$ cat config.mk
export PLATFORM = sky130hd
export DESIGN_NAME = twe_eeprom
export DESIGN_NICKNAME = d
export VERILOG_FILES = /design/src/rtl/twe_pkg.sv /design/src/rtl/twe_bus_sync.sv /design/src/rtl/twe_store.sv /design/src/rtl/twe_ctrl.sv /design/src/rtl/twe_eeprom.sv
export SDC_FILE = /design/constraint.sdc
export NUM_CORES = 2
export LEC_CHECK = 0
export ABC_AREA = 0
export BUFFER_PORTS_ARGS = -buffer_cell sky130_fd_sc_hd__buf_2
export CAP_MARGIN = 20
export CORE_AREA = 3 3 416 521
export CTS_CLUSTER_DIAMETER = 100
export DETAILED_ROUTE_END_ITERATION = 16
export DIE_AREA = 0 0 419 524
export PLACE_DENSITY = 0.6
export SLEW_MARGIN = 20
export SYNTH_ARGS = -nofsm -noshare
export SYNTH_HDL_FRONTEND = slang
export SYNTH_SLANG_ARGS = --single-unit
$ cat constraint.sdc
create_clock -name clk -period 8.7 [get_ports clk]
set_clock_uncertainty 0.1 [all_clocks]
set_input_delay 0.87 -clock clk [delete_from_list [all_inputs] [get_ports clk]]
set_output_delay 0.87 -clock clk [all_outputs]
set_load 0.005 [all_outputs]
$ cat src/rtl/twe_pkg.sv
package twe_pkg;
  localparam int unsigned ADDR_W = 8;
  localparam int unsigned BYTE_W = 8;
  localparam logic [3:0] DEV_PREFIX = 4'b1010;

  typedef enum logic [2:0] {
    ST_IDLE, ST_DEV, ST_WORD, ST_WDAT, ST_RDAT, ST_ACKO, ST_ACKI, ST_SKIP
  } twe_state_e;
endpackage

$ cat src/rtl/twe_bus_sync.sv
module twe_bus_sync (
  input  logic clk,
  input  logic rst_n,
  input  logic scl_i,
  input  logic sda_i,
  output logic scl_lvl,
  output logic sda_lvl,
  output logic scl_rise,
  output logic scl_fall,
  output logic bus_start,
  output logic bus_stop
);
  localparam int unsigned STAGES = 3;

  logic [STAGES-1:0] scl_pipe, sda_pipe;

  always_ff @(posedge clk or negedge rst_n) begin
    if (!rst_n) begin
      scl_pipe <= '1;
      sda_pipe <= '1;
    end else begin
      scl_pipe <= {scl_pipe[STAGES-2:0], scl_i};
      sda_pipe <= {sda_pipe[STAGES-2:0], sda_i};
    end
  end

  logic scl_prev, sda_prev;
  assign scl_lvl   = scl_pipe[STAGES-2];
  assign sda_lvl   = sda_pipe[STAGES-2];
  assign scl_prev  = scl_pipe[STAGES-1];
  assign sda_prev  = sda_pipe[STAGES-1];
  assign scl_rise  = scl_lvl & ~scl_prev;
  assign scl_fall  = ~scl_lvl & scl_prev;
  assign bus_start = scl_lvl & scl_prev & sda_prev & ~sda_lvl;
  assign bus_stop  = scl_lvl & scl_prev & ~sda_prev & sda_lvl;
endmodule

$ cat src/rtl/twe_store.sv
module twe_store #(
  parameter int unsigned PAGE_W    = 3,
  parameter int unsigned WR_CYCLES = 2000
) (
  input  logic                                   clk,
  input  logic                                   rst_n,
  input  logic [twe_pkg::ADDR_W-1:0]             rd_addr,
  output logic [twe_pkg::BYTE_W-1:0]             rd_data,
  input  logic                                   buf_clr,
  input  logic [twe_pkg::ADDR_W-PAGE_W-1:0]      buf_base,
  input  logic                                   buf_we,
  input  logic [PAGE_W-1:0]                      buf_idx,
  input  logic [twe_pkg::BYTE_W-1:0]             buf_data,
  input  logic                                   go,
  input  logic                                   wp_i,
  output logic                                   busy
);
  localparam int unsigned DEPTH = 1 << twe_pkg::ADDR_W;
  localparam int unsigned PAGE  = 1 << PAGE_W;
  localparam int unsigned CW    = $clog2(WR_CYCLES + 1);

  logic [twe_pkg::BYTE_W-1:0]        mem  [DEPTH];
  logic [twe_pkg::BYTE_W-1:0]        pbuf [PAGE];
  logic [PAGE-1:0]                   mask;
  logic [twe_pkg::ADDR_W-PAGE_W-1:0] base_q;
  logic [CW-1:0]                     tmr, tmr_n;
  logic                              busy_n, commit;

  assign rd_data = mem[rd_addr];

  // programming-cycle timer: next state
  always_comb begin
    busy_n = busy;
    tmr_n  = tmr;
    commit = 1'b0;
    if (busy) begin
      if (wp_i) begin
        busy_n = 1'b0;
      end else if (tmr == CW'(WR_CYCLES - 1)) begin
        busy_n = 1'b0;
        commit = 1'b1;
      end else begin
        tmr_n = tmr + 1'b1;
      end
    end else if (go && !wp_i) begin
      busy_n = 1'b1;
      tmr_n  = '0;
    end
  end

  always_ff @(posedge clk or negedge rst_n) begin
    if (!rst_n) begin
      busy   <= 1'b0;
      tmr    <= '0;
      mask   <= '0;
      base_q <= '0;
    end else begin
      busy <= busy_n;
      tmr  <= tmr_n;
      if (buf_clr) begin
        mask   <= '0;
        base_q <= buf_base;
      end else if (buf_we) begin
        mask[buf_idx] <= 1'b1;
      end
    end
  end

  always_ff @(posedge clk) begin
    if (buf_we) pbuf[buf_idx] <= buf_data;
  end

  always_ff @(posedge clk) begin
    if (commit) begin
      for (int i = 0; i < PAGE; i++) begin
        if (mask[i]) mem[{base_q, i[PAGE_W-1:0]}] <= pbuf[i];
      end
    end
  end

  // a protect pulse during programming ends the busy period next cycle
  p_abort_r9: assert property (@(posedge clk) disable iff (!rst_n)
    (busy && wp_i) |=> !busy);
  // the busy timer never passes the programmed length
  p_tmr_bound_r7: assert property (@(posedge clk) disable iff (!rst_n)
    busy |-> (tmr < CW'(WR_CYCLES)));
  // an accepted write request starts the programming cycle
  p_go_busy_r2: assert property (@(posedge clk) disable iff (!rst_n)
    (go && !wp_i && !busy) |=> busy);
endmodule

$ cat src/rtl/twe_ctrl.sv
module twe_ctrl #(
  parameter int unsigned PAGE_W = 3
) (
  input  logic                               clk,
  input  logic                               rst_n,
  input  logic                               scl_lvl,
  input  logic                               sda_lvl,
  input  logic                               scl_rise,
  input  logic                               scl_fall,
  input  logic                               bus_start,
  input  logic                               bus_stop,
  input  logic [2:0]                         strap_i,
  input  logic                               wp_i,
  input  logic                               busy,
  input  logic [twe_pkg::BYTE_W-1:0]         rd_data,
  output logic                               sda_oe,
  output logic [twe_pkg::ADDR_W-1:0]         rd_addr,
  output logic                               buf_clr,
  output logic [twe_pkg::ADDR_W-PAGE_W-1:0]  buf_base,
  output logic                               buf_we,
  output logic [PAGE_W-1:0]                  buf_idx,
  output logic [twe_pkg::BYTE_W-1:0]         buf_data,
  output logic                               go
);
  import twe_pkg::*;

  localparam logic [3:0] LAST_BIT = 4'd8;

  twe_state_e             state, state_n, ret, ret_n;
  logic [3:0]             cnt, cnt_n;
  logic [BYTE_W-1:0]      sh, sh_n;
  logic [ADDR_W-1:0]      addr, addr_n;
  logic                   oe_n, seen, seen_n, cancel, cancel_n, mack, mack_n;
  logic [PAGE_W-1:0]      low_inc;
  logic                   byte_end, dev_hit;

  assign low_inc  = addr[PAGE_W-1:0] + {{(PAGE_W-1){1'b0}}, 1'b1};
  assign byte_end = scl_fall && (cnt == LAST_BIT);
  assign dev_hit  = (sh[7:1] == {DEV_PREFIX, strap_i}) && !busy;

  assign rd_addr  = addr;
  assign buf_clr  = (state == ST_WORD) && byte_end;
  assign buf_base = sh[ADDR_W-1:PAGE_W];
  assign buf_we   = (state == ST_WDAT) && byte_end;
  assign buf_idx  = addr[PAGE_W-1:0];
  assign buf_data = sh;
  assign go       = bus_stop && seen && !cancel;

  always_comb begin
    state_n  = state;
    ret_n    = ret;
    cnt_n    = cnt;
    sh_n     = sh;
    addr_n   = addr;
    oe_n     = sda_oe;
    seen_n   = seen;
    cancel_n = cancel | (wp_i & seen);
    mack_n   = mack;
    if (bus_start) begin
      state_n  = ST_DEV;
      cnt_n    = '0;
      oe_n     = 1'b0;
      seen_n   = 1'b0;
      cancel_n = 1'b0;
    end else if (bus_stop) begin
      state_n  = ST_IDLE;
      oe_n     = 1'b0;
      seen_n   = 1'b0;
      cancel_n = 1'b0;
    end else begin
      unique case (state)
        ST_DEV, ST_WORD, ST_WDAT: begin
          if (scl_rise && cnt < LAST_BIT) begin
            sh_n  = {sh[BYTE_W-2:0], sda_lvl};
            cnt_n = cnt + 1'b1;
            if (state == ST_WDAT && cnt == LAST_BIT - 1'b1) begin
              seen_n   = 1'b1;              // D0 of a data byte: window opens
              cancel_n = cancel | wp_i;
            end
          end else if (byte_end) begin
            cnt_n = '0;
            if (state == ST_DEV) begin
              if (dev_hit) begin
                oe_n    = 1'b1;
                state_n = ST_ACKO;
                ret_n   = sh[0] ? ST_RDAT : ST_WORD;
              end else begin
                state_n = ST_SKIP;
              end
            end else begin
              addr_n  = (state == ST_WORD) ? sh : {addr[ADDR_W-1:PAGE_W], low_inc};
              oe_n    = 1'b1;
              state_n = ST_ACKO;
              ret_n   = ST_WDAT;
            end
          end
        end
        ST_ACKO: begin
          if (scl_fall) begin
            state_n = ret;
            if (ret == ST_RDAT) begin
              sh_n   = rd_data;
              oe_n   = ~rd_data[BYTE_W-1];
              addr_n = addr + 1'b1;
            end else begin
              oe_n = 1'b0;
            end
          end
        end
        ST_RDAT: begin
          if (scl_rise) begin
            cnt_n = cnt + 1'b1;
          end else if (scl_fall) begin
            if (cnt == LAST_BIT) begin
              oe_n    = 1'b0;
              cnt_n   = '0;
              state_n = ST_ACKI;
            end else begin
              sh_n = {sh[BYTE_W-2:0], 1'b0};
              oe_n = ~sh[BYTE_W-2];
            end
          end
        end
        ST_ACKI: begin
          if (scl_rise) begin
            mack_n = ~sda_lvl;
          end else if (scl_fall) begin
            if (mack) begin
              sh_n    = rd_data;
              oe_n    = ~rd_data[BYTE_W-1];
              addr_n  = addr + 1'b1;
              state_n = ST_RDAT;
            end else begin
              state_n = ST_SKIP;
            end
          end
        end
        default: ;
      endcase
    end
  end

  always_ff @(posedge clk or negedge rst_n) begin
    if (!rst_n) begin
      state  <= ST_IDLE;
      ret    <= ST_IDLE;
      cnt    <= '0;
      sh     <= '0;
      addr   <= '0;
      sda_oe <= 1'b0;
      seen   <= 1'b0;
      cancel <= 1'b0;
      mack   <= 1'b0;
    end else begin
      state  <= state_n;
      ret    <= ret_n;
      cnt    <= cnt_n;
      sh     <= sh_n;
      addr   <= addr_n;
      sda_oe <= oe_n;
      seen   <= seen_n;
      cancel <= cancel_n;
      mack   <= mack_n;
    end
  end

  // the drive on SDA only moves while the sampled clock is low
  p_edge_scl_low_r10: assert property (@(posedge clk) disable iff (!rst_n)
    (!$stable(sda_oe) && !$past(bus_start) && !$past(bus_stop)) |-> !$past(scl_lvl));
  // the acknowledge is held for the whole ninth clock
  p_ack_drive_r2: assert property (@(posedge clk) disable iff (!rst_n)
    (state == ST_ACKO) |-> sda_oe);
  // a device byte that ends while programming runs is not acknowledged
  p_busy_nack_r7: assert property (@(posedge clk) disable iff (!rst_n)
    (state == ST_DEV && byte_end && busy) |=> !sda_oe);
  // nothing is driven while ignoring a foreign transaction
  p_skip_quiet_r1: assert property (@(posedge clk) disable iff (!rst_n)
    (state == ST_SKIP) |-> !sda_oe);
endmodule

$ cat src/rtl/twe_eeprom.sv
module twe_eeprom #(
  parameter int unsigned PAGE_W    = 3,
  parameter int unsigned WR_CYCLES = 2000
) (
  input  logic       clk,
  input  logic       rst_n,
  input  logic       scl_i,
  input  logic       sda_i,
  output logic       sda_oe,
  input  logic [2:0] strap_i,
  input  logic       wp_i
);
  import twe_pkg::*;

  logic scl_lvl, sda_lvl, scl_rise, scl_fall, bus_start, bus_stop;
  logic busy, buf_clr, buf_we, go;
  logic [ADDR_W-1:0]        rd_addr;
  logic [BYTE_W-1:0]        rd_data, buf_data;
  logic [ADDR_W-PAGE_W-1:0] buf_base;
  logic [PAGE_W-1:0]        buf_idx;

  twe_bus_sync u_sync (
    .clk, .rst_n, .scl_i, .sda_i,
    .scl_lvl, .sda_lvl, .scl_rise, .scl_fall, .bus_start, .bus_stop
  );

  twe_ctrl #(.PAGE_W(PAGE_W)) u_ctrl (
    .clk, .rst_n, .scl_lvl, .sda_lvl, .scl_rise, .scl_fall,
    .bus_start, .bus_stop, .strap_i, .wp_i, .busy, .rd_data,
    .sda_oe, .rd_addr, .buf_clr, .buf_base, .buf_we, .buf_idx, .buf_data, .go
  );

  twe_store #(.PAGE_W(PAGE_W), .WR_CYCLES(WR_CYCLES)) u_store (
    .clk, .rst_n, .rd_addr, .rd_data, .buf_clr, .buf_base,
    .buf_we, .buf_idx, .buf_data, .go, .wp_i, .busy
  );
endmodule

==> flow_summary_export.csv <==
group,metric,value,unit
outcome,outcome,"completed",
synth,synth_seq_area_share,0.765,
finish,layout.nets,4254,
drt,num_vias,47900,
placed_design,dp_hpwl,174000,um
clocking,cts_root_buffer,"clkbuf_16",
die,rows,189,
finish,seqCellArea,65000,sq um
finish,stdcell_count,7207,
synth,avgSynthCellArea,20.5,sq um
die,io_pins,9,
placed_design,placedCellCount,6810,
synth,synth-edff-count,2112,
placed_design,gp_congestion,0.940,
drt,routed_wirelength,307000,um
global_route,met1_usage,0.353,
critical_path,r2r_cells,9,
synth,synth_commonest_cells,"2112 x edfxtp_1, 485 x mux4_2, 325 x nor2_1",
die,die_h,524,um
power,peakVddDrop,0.297,mV
clocking,cts_max_level,4,
synth,synth_top_area_share,0.747,
global_route,grtUsageTotal,0.279,
synth,synthTopCellsByArea,"edfxtp_1 75%, mux4_2 13%, mux2i_1 1.9%, dfrtp_1 1.6%, nor2_1 1.4%",
finish,final_util,0.448,
timing,worst_slack,3810,ps
drt,first_pass_iters,7,
critical_path,cp_slowest_cell,"dfrtp_4",
critical_path,cp-start-kind,"flop",
clocking,numCtsBuffers,194,
finish,syn_to_final_growth,12.0,%
clocking,cts_tree,"done",
clocking,path_clk_slew,70,ps
critical_path,crit_chain,"buf_12, buf_4, mux4_2, mux2i_1, a22oi_1, a21oi_1, o311a_1, nor3_1, a311o_1",
drt,ant_nets,0,
job,drv_cap,0,
power,p_per_area,290,nW/um^2
synth,mappedNetlistArea,84900,sq um
critical_path,critPathBufInv,2,
critical_path,critical-path-top-delay-family,"multiplexers",
critical_path,cp-end-kind,"flop",
clocking,clk_latency,890,ps
synth,synth_fp_nets,4145,
synth,synth_flop_cell,"edfxtp_1",
clocking,clkSinkCount,2173,
drt,drt-initial-drc-count,9768,
critical_path,crit_fanout,57,
timing,timing.final.max_slew_violations,0,
power,p_leak,29.5,nW
die,dieArea,220000,sq um
timing,max_freq,0.205,GHz
die,die_w,419,um
global_route,grtUsageMet3,0.0658,
finish,layout-drive-gt1-share,0.227,
die,start_util,0.400,
synth,ys_warn_count,0,
min_path,hold_class,"in -> async",
placed_design,pre_cts_ws,3940,ps
synth,async_flop_share,0.0281,
critical_path,crit_required,9360,ps
timing,tightest_slew,1280,ps
die,core_area,212000,sq um
global_route,grt_pass1_vias,46300,
placed_design,port_buffers,8,
synth,yosys.area.top_type,"edfxtp_1",
synth,ys_ff_latch,2173,
finish,final_area,95000,sq um
global_route,grt_max_degree,126,
clocking,cts_setup_buffers,0,
placed_design,place_area,88300,sq um
critical_path,cp_num_cells,9,
global_route,overflow,0,
global_route,top_usage_layer,"met2",
timing,rsz0062_at_grt,"false",
clocking,cts_hold_buf,2,
synth,synth_most_common_cell,"edfxtp_1",
timing,finalHoldViolCount,0,
power,finalPower,27.6,mW
timing,slew_headroom,0.149,
clocking,clock_path_buffers,3,
timing,timing.final.crit_period,4890,ps
global_route,grt_util_met2,0.435,
global_route,antenna_found_initial,58,
critical_path,crit_type,"reg -> reg",
drt,route.detailed.drc,0,
timing,fin_worst_hold_slack,103,ps
finish,fillers,17700,
drt,viasPerCell,6.64,
timing,setup_violations,0,
finish,multi_input_area,18500,sq um
timing,fin_tns_setup,0,ps
timing,fin_crit_sh,0.562,
synth,synthCells,4130,
critical_path,critPathMaxStageDelay,1010,ps
synth,ys_types,79,
critical_path,arrival,5550,ps
global_route,grt_pass1_wl,411000,um
drt,post_drt_wl_per_cell,42.6,um
clocking,post_cts_resized,0,
==> flip-flops by register name, indices dropped and copies added, names as in the netlist <==
name             cells
u_store.mem       2048
u_store.pbuf        64
u_store.tmr         11
u_ctrl.buf_data      8
u_ctrl.rd_addr       8
u_store.mask         8
u_store.base_q       5
u_ctrl.cnt           4
u_ctrl.ret           3
u_ctrl.state         3
u_sync.scl_pipe      3
u_sync.sda_pipe      3
u_ctrl.cancel        1
u_ctrl.mack          1
u_ctrl.sda_oe        1
u_ctrl.seen          1
u_store.busy         1
==> worst paths after layout <==
check | start | slack (ps) | to
setup / recovery | u_ctrl.rd_addr[1] | 3810 | u_ctrl.buf_data[7]
hold / removal | rst_n | 100 | u_store.tmr[8]
setup reg to reg | u_ctrl.rd_addr[1] | 3810 | u_ctrl.buf_data[7]
hold reg to reg | u_sync.sda_pipe[0] | 260 | u_sync.sda_pipe[1]
max in group asynchronous | rst_n | 7670 | u_ctrl.rd_addr[0]
min in group clk | wp_i | 240 | u_store.busy
==> layout by cell type, fill, tap and decap left out, drive strengths merged, types with 19 or more instances in the layout <==
master | Yosys | final
o22ai | 40 | 40
edfxtp | 2112 | 2112
a22oi | 33 | 33
inv | 18 | 30
bufinv | 0 | 29
nor3 | 19 | 19
clkinv | 0 | 89
dfrtp | 55 | 55
mux2 | 28 | 28
nand3 | 38 | 38
a221oi | 51 | 51
a31oi | 21 | 21
o21ai | 48 | 48
buf | 148 | 151
nand2 | 169 | 169
clkbuf | 92 | 226
mux4 | 485 | 485
diode | 0 | 33
mux2i | 157 | 157
nor2 | 325 | 325
a21oi | 44 | 44
==> cells by family after synthesis <==
group                    after synthesis  share of synthesized area
AND/OR/NAND/NOR                      648                     0.0331
adder cells (fa/ha/maj)                7                    0.00103
multiplexers                         670                      0.151
XOR/XNOR                              14                    0.00144
AO/OA/AOI/OAI                        360                     0.0307
buffers and inverters                258                     0.0174
flip-flops                          2173                      0.765
==> layout make-up <==
type,count,area share
clock buffers,226,0.0532
clock inverters,136,0.0165
repair buffers,153,0.0135
multi-input cells,1699,0.195
inverters,18,0.000737
diodes,33,0.000869
flip-flops and latches,2173,0.684
well taps,2769,0.0365
==> report_power, final <==
part / switching [mW] / internal, mW / total (mW)
clock: 3.99 / 5.06 / 9.05
sequential: 0.272 / 11.4 / 11.7
combinational: 4.01 / 2.84 / 6.84
total: 8.27 / 19.3 / 27.6
==> layer usage <==
metal | share of wire | vias up
li1 | - | 17300
met1 | 0.33 | 25100
met2 | 0.47 | 4504
met3 | 0.13 | 939
met4 | 0.073 | 2
met5 | 0.000042 | -
==> worst register-to-register path, stage by stage (launching register included) <==
cell and delay [ps]:
dfrtp_4 1010, buf_12 510, buf_4 710, mux4_2 430, mux2i_1 830, a22oi_1 290, a21oi_1 210, o311a_1 250
nor3_1 100, a311o_1 320
Note: power is estimated with default switching activity, not from simulation.
